$ cat config.mk
export PLATFORM = sky130hd
export DESIGN_NAME = wdk_top
export DESIGN_NICKNAME = d
export VERILOG_FILES = /design/src/rtl/wdk_pkg.sv /design/src/rtl/wdk_cfg.sv /design/src/rtl/wdk_counter.sv /design/src/rtl/wdk_fsm.sv /design/src/rtl/wdk_top.sv
export SDC_FILE = /design/constraint.sdc
export NUM_CORES = 1
export LEC_CHECK = 0
export ABC_AREA = 1
export ABC_CLOCK_PERIOD_IN_PS = 1800
export BUFFER_PORTS_ARGS = -buffer_cell sky130_fd_sc_hd__buf_2
export CAP_MARGIN = 15
export CORE_MARGIN = 10
export CORE_UTILIZATION = 54
export DETAILED_ROUTE_END_ITERATION = 7
export PLACE_DENSITY = 0.79
export SYNTH_ARGS = -nofsm -noshare
export SYNTH_HDL_FRONTEND = slang
export SYNTH_SLANG_ARGS = --single-unit
$ cat constraint.sdc
create_clock -name clk -period 1.8 [get_ports clk]
set_input_delay 0.45 -clock clk [delete_from_list [all_inputs] [get_ports clk]]
set_output_delay 0.45 -clock clk [all_outputs]
set_load 0.1 [all_outputs]
$ cat src/rtl/wdk_pkg.sv
// Package: shared constants and the state type of the key-sequenced watchdog.
// Assumes a 32-bit register data bus and a 16-bit key field in the upper half
// of the control word.
package wdk_pkg;

    localparam int DATA_W  = 32;
    localparam int KEY_W   = 16;
    localparam int KEY_LSB = 16;
    localparam int EN_BIT  = 14;

    localparam logic [KEY_W-1:0] KEY_FIRST  = 16'hA5C6;
    localparam logic [KEY_W-1:0] KEY_SECOND = 16'hDA7E;

    localparam logic [1:0] MODE_WDOG = 2'd2;

    typedef enum logic [2:0] {
        ST_IDLE    = 3'd0,
        ST_PRE     = 3'd1,
        ST_ACTIVE  = 3'd2,
        ST_SERVICE = 3'd3,
        ST_TRIPPED = 3'd4
    } wd_state_e;

endpackage

$ cat src/rtl/wdk_cfg.sv
// Module: configuration registers (mode register and multi-word period).
// Assumes writes are accepted only while cfg_open is high; the owner drives
// cfg_open from the idle state so settings freeze once arming starts.
module wdk_cfg #(
    parameter int DATA_W   = 32,
    parameter int NWORDS   = 2,
    parameter int ADDR_W   = 3,
    parameter int MODE_ADR = 0,
    parameter int PRD_BASE = 3,
    localparam int CNT_W   = DATA_W * NWORDS
) (
    input  logic              clk,
    input  logic              rst_n,
    input  logic              cfg_open,
    input  logic              wr_en,
    input  logic [ADDR_W-1:0] wr_addr,
    input  logic [DATA_W-1:0] wr_data,
    output logic [CNT_W-1:0]  period,
    output logic              wd_mode
);

    logic [3:0] mode_q;
    logic [NWORDS-1:0][DATA_W-1:0] prd_q;

    // Mode register: timer mode in bits 3:2, half run bits in 1:0.
    always_ff @(posedge clk) begin
        if (!rst_n) begin
            mode_q <= '0;
        end else if (cfg_open && wr_en && wr_addr == ADDR_W'(MODE_ADR)) begin
            mode_q <= wr_data[3:0];
        end
    end

    // One register per period word, each with its own address.
    for (genvar gi = 0; gi < NWORDS; gi++) begin : g_prd
        always_ff @(posedge clk) begin
            if (!rst_n) begin
                prd_q[gi] <= '0;
            end else if (cfg_open && wr_en && wr_addr == ADDR_W'(PRD_BASE + gi)) begin
                prd_q[gi] <= wr_data;
            end
        end
    end

    assign period  = prd_q;
    assign wd_mode = (mode_q[3:2] == wdk_pkg::MODE_WDOG) && (mode_q[1:0] == 2'b11);

endmodule

$ cat src/rtl/wdk_counter.sv
// Module: wide up-counter with per-word software load, clear and increment.
// Assumes clear and increment never coincide with load_open.
module wdk_counter #(
    parameter int DATA_W   = 32,
    parameter int NWORDS   = 2,
    parameter int ADDR_W   = 3,
    parameter int CNT_BASE = 1,
    localparam int CNT_W   = DATA_W * NWORDS
) (
    input  logic              clk,
    input  logic              rst_n,
    input  logic              load_open,
    input  logic              wr_en,
    input  logic [ADDR_W-1:0] wr_addr,
    input  logic [DATA_W-1:0] wr_data,
    input  logic              clr,
    input  logic              inc,
    output logic [CNT_W-1:0]  count
);

    logic [CNT_W-1:0] cnt_q;
    logic [CNT_W-1:0] cnt_d;

    // Next count: clear beats increment; a software word write overrides its slice.
    always_comb begin
        cnt_d = cnt_q;
        if (clr) begin
            cnt_d = '0;
        end else if (inc) begin
            cnt_d = cnt_q + 1'b1;
        end
        for (int i = 0; i < NWORDS; i++) begin
            if (load_open && wr_en && wr_addr == ADDR_W'(CNT_BASE + i)) begin
                cnt_d[i*DATA_W +: DATA_W] = wr_data;
            end
        end
    end

    // Count register.
    always_ff @(posedge clk) begin
        if (!rst_n) begin
            cnt_q <= '0;
        end else begin
            cnt_q <= cnt_d;
        end
    end

    assign count = cnt_q;

endmodule

$ cat src/rtl/wdk_fsm.sv
// Module: arming, servicing and trip state machine of the watchdog.
// Assumes key_wr marks one control-register write and that expire is only
// meaningful while armed or servicing.
module wdk_fsm
    import wdk_pkg::*;
(
    input  logic             clk,
    input  logic             rst_n,
    input  logic             key_wr,
    input  logic [KEY_W-1:0] key,
    input  logic             en_bit,
    input  logic             wd_mode,
    input  logic             expire,
    output wd_state_e        state,
    output logic             en_q,
    output logic             clr_cnt,
    output logic             inc_cnt
);

    wd_state_e state_d;
    logic      armed;

    assign armed = (state == ST_ACTIVE) || (state == ST_SERVICE);

    // Next-state decode: ordered unlock, service pair, trip on wrong key or expiry.
    always_comb begin
        state_d = state;
        clr_cnt = 1'b0;
        case (state)
            ST_IDLE: begin
                if (key_wr && en_bit && wd_mode && key == KEY_FIRST) begin
                    state_d = ST_PRE;
                end
            end
            ST_PRE: begin
                if (key_wr && key == KEY_SECOND) begin
                    state_d = ST_ACTIVE;
                end
            end
            ST_ACTIVE: begin
                if (expire) begin
                    state_d = ST_TRIPPED;
                end else if (key_wr) begin
                    state_d = (key == KEY_FIRST) ? ST_SERVICE : ST_TRIPPED;
                end
            end
            ST_SERVICE: begin
                if (expire) begin
                    state_d = ST_TRIPPED;
                end else if (key_wr) begin
                    if (key == KEY_SECOND) begin
                        state_d = ST_ACTIVE;
                        clr_cnt = 1'b1;
                    end else begin
                        state_d = ST_TRIPPED;
                    end
                end
            end
            ST_TRIPPED: state_d = ST_TRIPPED;
            default:    state_d = ST_IDLE;
        endcase
    end

    assign inc_cnt = armed && !expire;

    // State register.
    always_ff @(posedge clk) begin
        if (!rst_n) begin
            state <= ST_IDLE;
        end else begin
            state <= state_d;
        end
    end

    // Enable bit: writable only in idle, frozen afterwards.
    always_ff @(posedge clk) begin
        if (!rst_n) begin
            en_q <= 1'b0;
        end else if (state == ST_IDLE && key_wr) begin
            en_q <= en_bit;
        end
    end

endmodule

$ cat src/rtl/wdk_top.sv
// Module: key-sequenced watchdog top. Decodes the write bus, compares the
// count with the period and drives the sticky reset request.
// Assumes at most one register write per cycle.
module wdk_top #(
    parameter int CNT_W  = 64,
    parameter int ADDR_W = 3
) (
    input  logic                       clk,
    input  logic                       rst_n,
    input  logic                       wr_en,
    input  logic [ADDR_W-1:0]          wr_addr,
    input  logic [wdk_pkg::DATA_W-1:0] wr_data,
    output logic                       rst_req,
    output logic [2:0]                 wd_state,
    output logic                       wd_en,
    output logic [CNT_W-1:0]           count
);
    import wdk_pkg::*;

    localparam int NWORDS   = CNT_W / DATA_W;
    localparam int MODE_ADR = 0;
    localparam int CNT_BASE = MODE_ADR + 1;
    localparam int PRD_BASE = CNT_BASE + NWORDS;
    localparam int CTL_ADR  = PRD_BASE + NWORDS;

    wd_state_e        state;
    logic [CNT_W-1:0] period;
    logic             wd_mode;
    logic             key_wr;
    logic             cfg_open;
    logic             expire;
    logic             clr_cnt;
    logic             inc_cnt;

    assign cfg_open = (state == ST_IDLE);
    assign key_wr   = wr_en && (wr_addr == ADDR_W'(CTL_ADR));
    assign expire   = ((state == ST_ACTIVE) || (state == ST_SERVICE)) && (count == period);

    wdk_cfg #(
        .DATA_W(DATA_W), .NWORDS(NWORDS), .ADDR_W(ADDR_W),
        .MODE_ADR(MODE_ADR), .PRD_BASE(PRD_BASE)
    ) cfg_i (
        .clk(clk), .rst_n(rst_n), .cfg_open(cfg_open), .wr_en(wr_en),
        .wr_addr(wr_addr), .wr_data(wr_data), .period(period), .wd_mode(wd_mode)
    );

    wdk_counter #(
        .DATA_W(DATA_W), .NWORDS(NWORDS), .ADDR_W(ADDR_W), .CNT_BASE(CNT_BASE)
    ) cnt_i (
        .clk(clk), .rst_n(rst_n), .load_open(cfg_open), .wr_en(wr_en),
        .wr_addr(wr_addr), .wr_data(wr_data), .clr(clr_cnt), .inc(inc_cnt),
        .count(count)
    );

    wdk_fsm fsm_i (
        .clk(clk), .rst_n(rst_n), .key_wr(key_wr),
        .key(wr_data[KEY_LSB +: KEY_W]), .en_bit(wr_data[EN_BIT]),
        .wd_mode(wd_mode), .expire(expire), .state(state), .en_q(wd_en),
        .clr_cnt(clr_cnt), .inc_cnt(inc_cnt)
    );

    assign rst_req  = (state == ST_TRIPPED);
    assign wd_state = state;

endmodule

==> impl_metrics.json <==
{
  "startpoint_type": "register",
  "p_leak_nw": 6.63,
  "finalCoreUtilization": 0.875,
  "p_int_mw": 6.37,
  "grt_pass1_wl_mm": 63.8,
  "r2r_start": "cnt_i.count[38]$_SDFFE_PN0P_",
  "first_global_vias": 11900,
  "stdcell_count": 2123,
  "synth_cell_types": 35,
  "worst_slew_pin_slew_ns": 0.513,
  "syn_inst": 1492,
  "drt-total-wl_mm": 48.3,
  "hpwl_mm": 27.4,
  "postSynthNetCount": 1531,
  "gp_congestion": 1.06,
  "skew_ns": 0.0146,
  "clockRootBuffer": "clkbuf_16",
  "numCtsBuffers": 17,
  "die_y_um": 149,
  "rows": 47,
  "drive_above_1_share": 0.426,
  "worstRegToRegCells": 16,
  "grt_max_degree": 75,
  "ys_ff_latch": 136,
  "grt_antenna_before_repair": 1,
  "ant_nets": 0,
  "rsz0062_at_grt": "yes",
  "fin_tns_setup_ns": -25.88,
  "nets": 1929,
  "hold_buffers": 0,
  "gr-total-overflow": 0,
  "peakVddDrop_mv": 0.711,
  "pwr-share-seq": 0.323,
  "syn_to_final_growth_pct": 59.8,
  "hold_ws_ns": 0.324,
  "clock_sinks": 136,
  "status": "complete, but fails checks",
  "timing_hold_violations_final": 0,
  "criticalPathCategory": "register to register",
  "slew_headroom": 0.660,
  "drt_iter0_drc": 2312,
  "cts_tree": "yes",
  "cp.arrival_ns": 2.60,
  "seq_area_frac_synth": 0.302,
  "synth_area_per_cell_um2": 6.04,
  "max_cap_violations": 0,
  "drcViolationCount": 11,
  "end_kind": "register",
  "die_w_um": 149,
  "ff2ff_setup_slack_ns": -0.46,
  "wire_per_inst_um": 22.8,
  "period_share": 1.25,
  "dp_cells": 2057,
  "period_needed_ns": 2.26,
  "finalPower_mw": 10.3,
  "timing.final.ws_setup_ns": -0.455,
  "portBuffers": 106,
  "crit_end": "cnt_i.count[18]$_SDFFE_PN0P_",
  "finalMaxSlewViolations": 0,
  "core_area_um2": 16500,
  "crit_path_max_fanout": 7,
  "cp.required_ns": 2.14,
  "clk_pin_slew_worst_paths_ns": 0.07,
  "track_usage": 0.363,
  "die_area_um2": 22300,
  "syn_area_um2": 9020,
  "fmax_mhz": 443,
  "pwr-share-comb": 0.316,
  "clock_path_buffers": 2,
  "num_vias": 13200,
  "hold_class": "input pin to register",
  "io_pins": 107,
  "setup_viol_count_final": 69,
  "swShare": 0.381,
  "clkPwrFrac": 0.361,
  "routed_via_density": 6.23,
  "num_antenna_cells": 0,
  "power_density_nw_per_um2": 714,
  "first_pass_iters": 8,
  "clkLatencyLatePin_ns": 0.45,
  "start_util": 0.548,
  "yosys_warnings": 0,
  "violations": "DRC, setup timing",
  "final.fill_count": 791,
  "switchingPower_mw": 3.92,
  "startpoint": "cnt_i.count[38]$_SDFFE_PN0P_",
  "reg2reg_to": "cnt_i.count[18]$_SDFFE_PN0P_",
  "htreeDepth": 4
}
[cell families after synthesis]
group	after synthesis	synth area share
and+or+nand+nor	744	0.359
AOI/OAI and AO/OA	258	0.147
xor gates and xnor gates	63	0.0612
buffers and inverters	289	0.128
DFF	136	0.302
muxes	1	0.00111
adders and majority gates	1	0.00139
[power by group through the flow]
stage / combinational [mW] / sequential [mW] / clock, mW
after floorplan: 0.889 / 4.09 / 0
after global placement: 2.48 / 3.35 / 0
after detailed placement: 2.54 / 3.36 / 0
after CTS: 2.78 / 3.30 / 3.63
after global routing: 3.36 / 3.34 / 3.81
final: 3.25 / 3.33 / 3.71
[cell usage after synthesis]
| cell | number | area [µm²] |
|---|---|---|
| nor4_1 | 2 | 12.5 |
| o21ai_1 | 23 | 115 |
| o21bai_1 | 1 | 7.51 |
| nor4_2 | 1 | 12.5 |
| nand4_1 | 34 | 213 |
| nor3_1 | 37 | 185 |
| xnor2_1 | 5 | 43.8 |
| nor3_4 | 1 | 16.3 |
| ha_1 | 1 | 12.5 |
| a21oi_4 | 2 | 32.5 |
| inv_2 | 6 | 22.5 |
| inv_1 | 220 | 826 |
| clkbuf_1 | 38 | 143 |
| nand3b_1 | 25 | 188 |
| nor2_2 | 3 | 18.8 |
| xor2_1 | 58 | 508 |
| o31ai_1 | 1 | 7.51 |
| mux2i_1 | 1 | 10.0 |
| o21ai_0 | 110 | 551 |
| nand3_2 | 1 | 10.0 |
| buf_2 | 13 | 65.1 |
| clkbuf_2 | 1 | 5.00 |
| nand3_1 | 110 | 551 |
| buf_4 | 2 | 15.0 |
| buf_6 | 6 | 67.6 |
| a21oi_1 | 120 | 601 |
| o221a_2 | 1 | 11.3 |
| nor2_4 | 3 | 33.8 |
| buf_1 | 1 | 3.75 |
| clkinv_1 | 2 | 7.51 |
| nand2_4 | 2 | 22.5 |
| nand2_1 | 379 | 1420 |
| nand2_2 | 3 | 18.8 |
| nor2_1 | 143 | 537 |
| dfxtp_1 | 136 | 2720 |
[routing by layer]
layer / routed length (µm) / global-route usage / vias up
met3: 6830 / 0.0989 / 474
li1: - / - / 5570
met5: 19 / 0 / -
met1: 15500 / 0.407 / 5914
met2: 21200 / 0.574 / 1268
met4: 4810 / 0.281 / 2
[state kept, by name, indices dropped and copies added (netlist names)]
signal	count
cfg_i.period	64
cnt_i.count	64
cfg_i.mode_q	4
fsm_i.state	3
fsm_i.en_q	1
[metrics by stage]
stage	setup slack [ns]	instance area, µm²
floorplan	-0.195	9360
global placement	-0.329	12300
detailed placement	-0.384	12300
CTS	-0.209	13500
global route	-0.510	14400
finish	-0.455	14400
[layout by cell type (no fill, tap or decap), types with 4 or more instances in the layout]
| cell | count |
|---|---|
| nand2_1 | 342 |
| buf_4 | 314 |
| inv_1 | 192 |
| a21oi_1 | 100 |
| nor2_1 | 89 |
| nand3_1 | 76 |
| o21ai_0 | 70 |
| buf_2 | 62 |
| dfxtp_4 | 57 |
| xor2_1 | 56 |
| dfxtp_1 | 56 |
| nor2_2 | 41 |
| o21ai_2 | 40 |
| nand4_1 | 34 |
| inv_2 | 32 |
| nand2_2 | 31 |
| nand3_2 | 29 |
| nand3b_1 | 25 |
| clkbuf_16 | 25 |
| nor3_1 | 23 |
| dfxtp_2 | 23 |
| clkbuf_4 | 22 |
| o21ai_1 | 20 |
| nor2_4 | 19 |
| buf_12 | 18 |
| a21oi_2 | 16 |
| buf_6 | 15 |
| nor3_2 | 14 |
| nand2_4 | 8 |
| a21oi_4 | 6 |
| nand3_4 | 6 |
| xnor2_1 | 5 |
| inv_4 | 4 |
[how the worst min path moves through the flow]
stage | startpoint | endpoint | depth (start not counted)
floorplan | cfg_i.period[30]$_SDFFE_PN0P_ | cfg_i.period[30]$_SDFFE_PN0P_ | 2
global placement | cfg_i.period[30]$_SDFFE_PN0P_ | cfg_i.period[30]$_SDFFE_PN0P_ | 2
detailed placement | cfg_i.period[37]$_SDFFE_PN0P_ | cfg_i.period[37]$_SDFFE_PN0P_ | 2
CTS | wr_data[3] | cnt_i.count[3]$_SDFFE_PN0P_ | 3
global route | wr_data[3] | cnt_i.count[3]$_SDFFE_PN0P_ | 3
finish | wr_data[2] | cfg_i.mode_q[2]$_SDFFE_PN0P_ | 3
[worst max-delay path: stages, from the launching register on]
cell       delay [ns]
dfxtp_4          0.40
inv_2            0.07
nand2_1          0.07
nand2_1          0.07
nor2_1           0.13
nand2_1          0.10
nor2_2           0.17
nand2_2          0.10
nor2_4           0.15
nand2_4          0.12
nand2_8          0.13
nand2_8          0.12
clkbuf_16        0.20
o21ai_2          0.13
inv_1            0.08
nand2_1          0.07
inv_1            0.04
[repair_timing]
| action | 4_1_cts | 5_1_grt |
|---|---|---|
| endpoints found under the setup margin | 83 | 121 |
| endpoints found under the hold margin | 0 | 0 |
| gates resized for setup | 144 | 222 |
| buffers inserted | 16 | 11 |
| pin swaps | 26 | 72 |
| cloned | 2 | 7 |
[area by class of cell]
type	count	area, µm²	area share
clock buffer	21	504	0.0350
clock inverter	11	106	0.00738
inverter	228	865	0.0600
multi-input combinational	1067	6140	0.426
sequential	136	2970	0.206
tap	220	275	0.0191
timing repair buffer	440	3560	0.247
No activity file was read; power rests on OpenSTA's default activity.
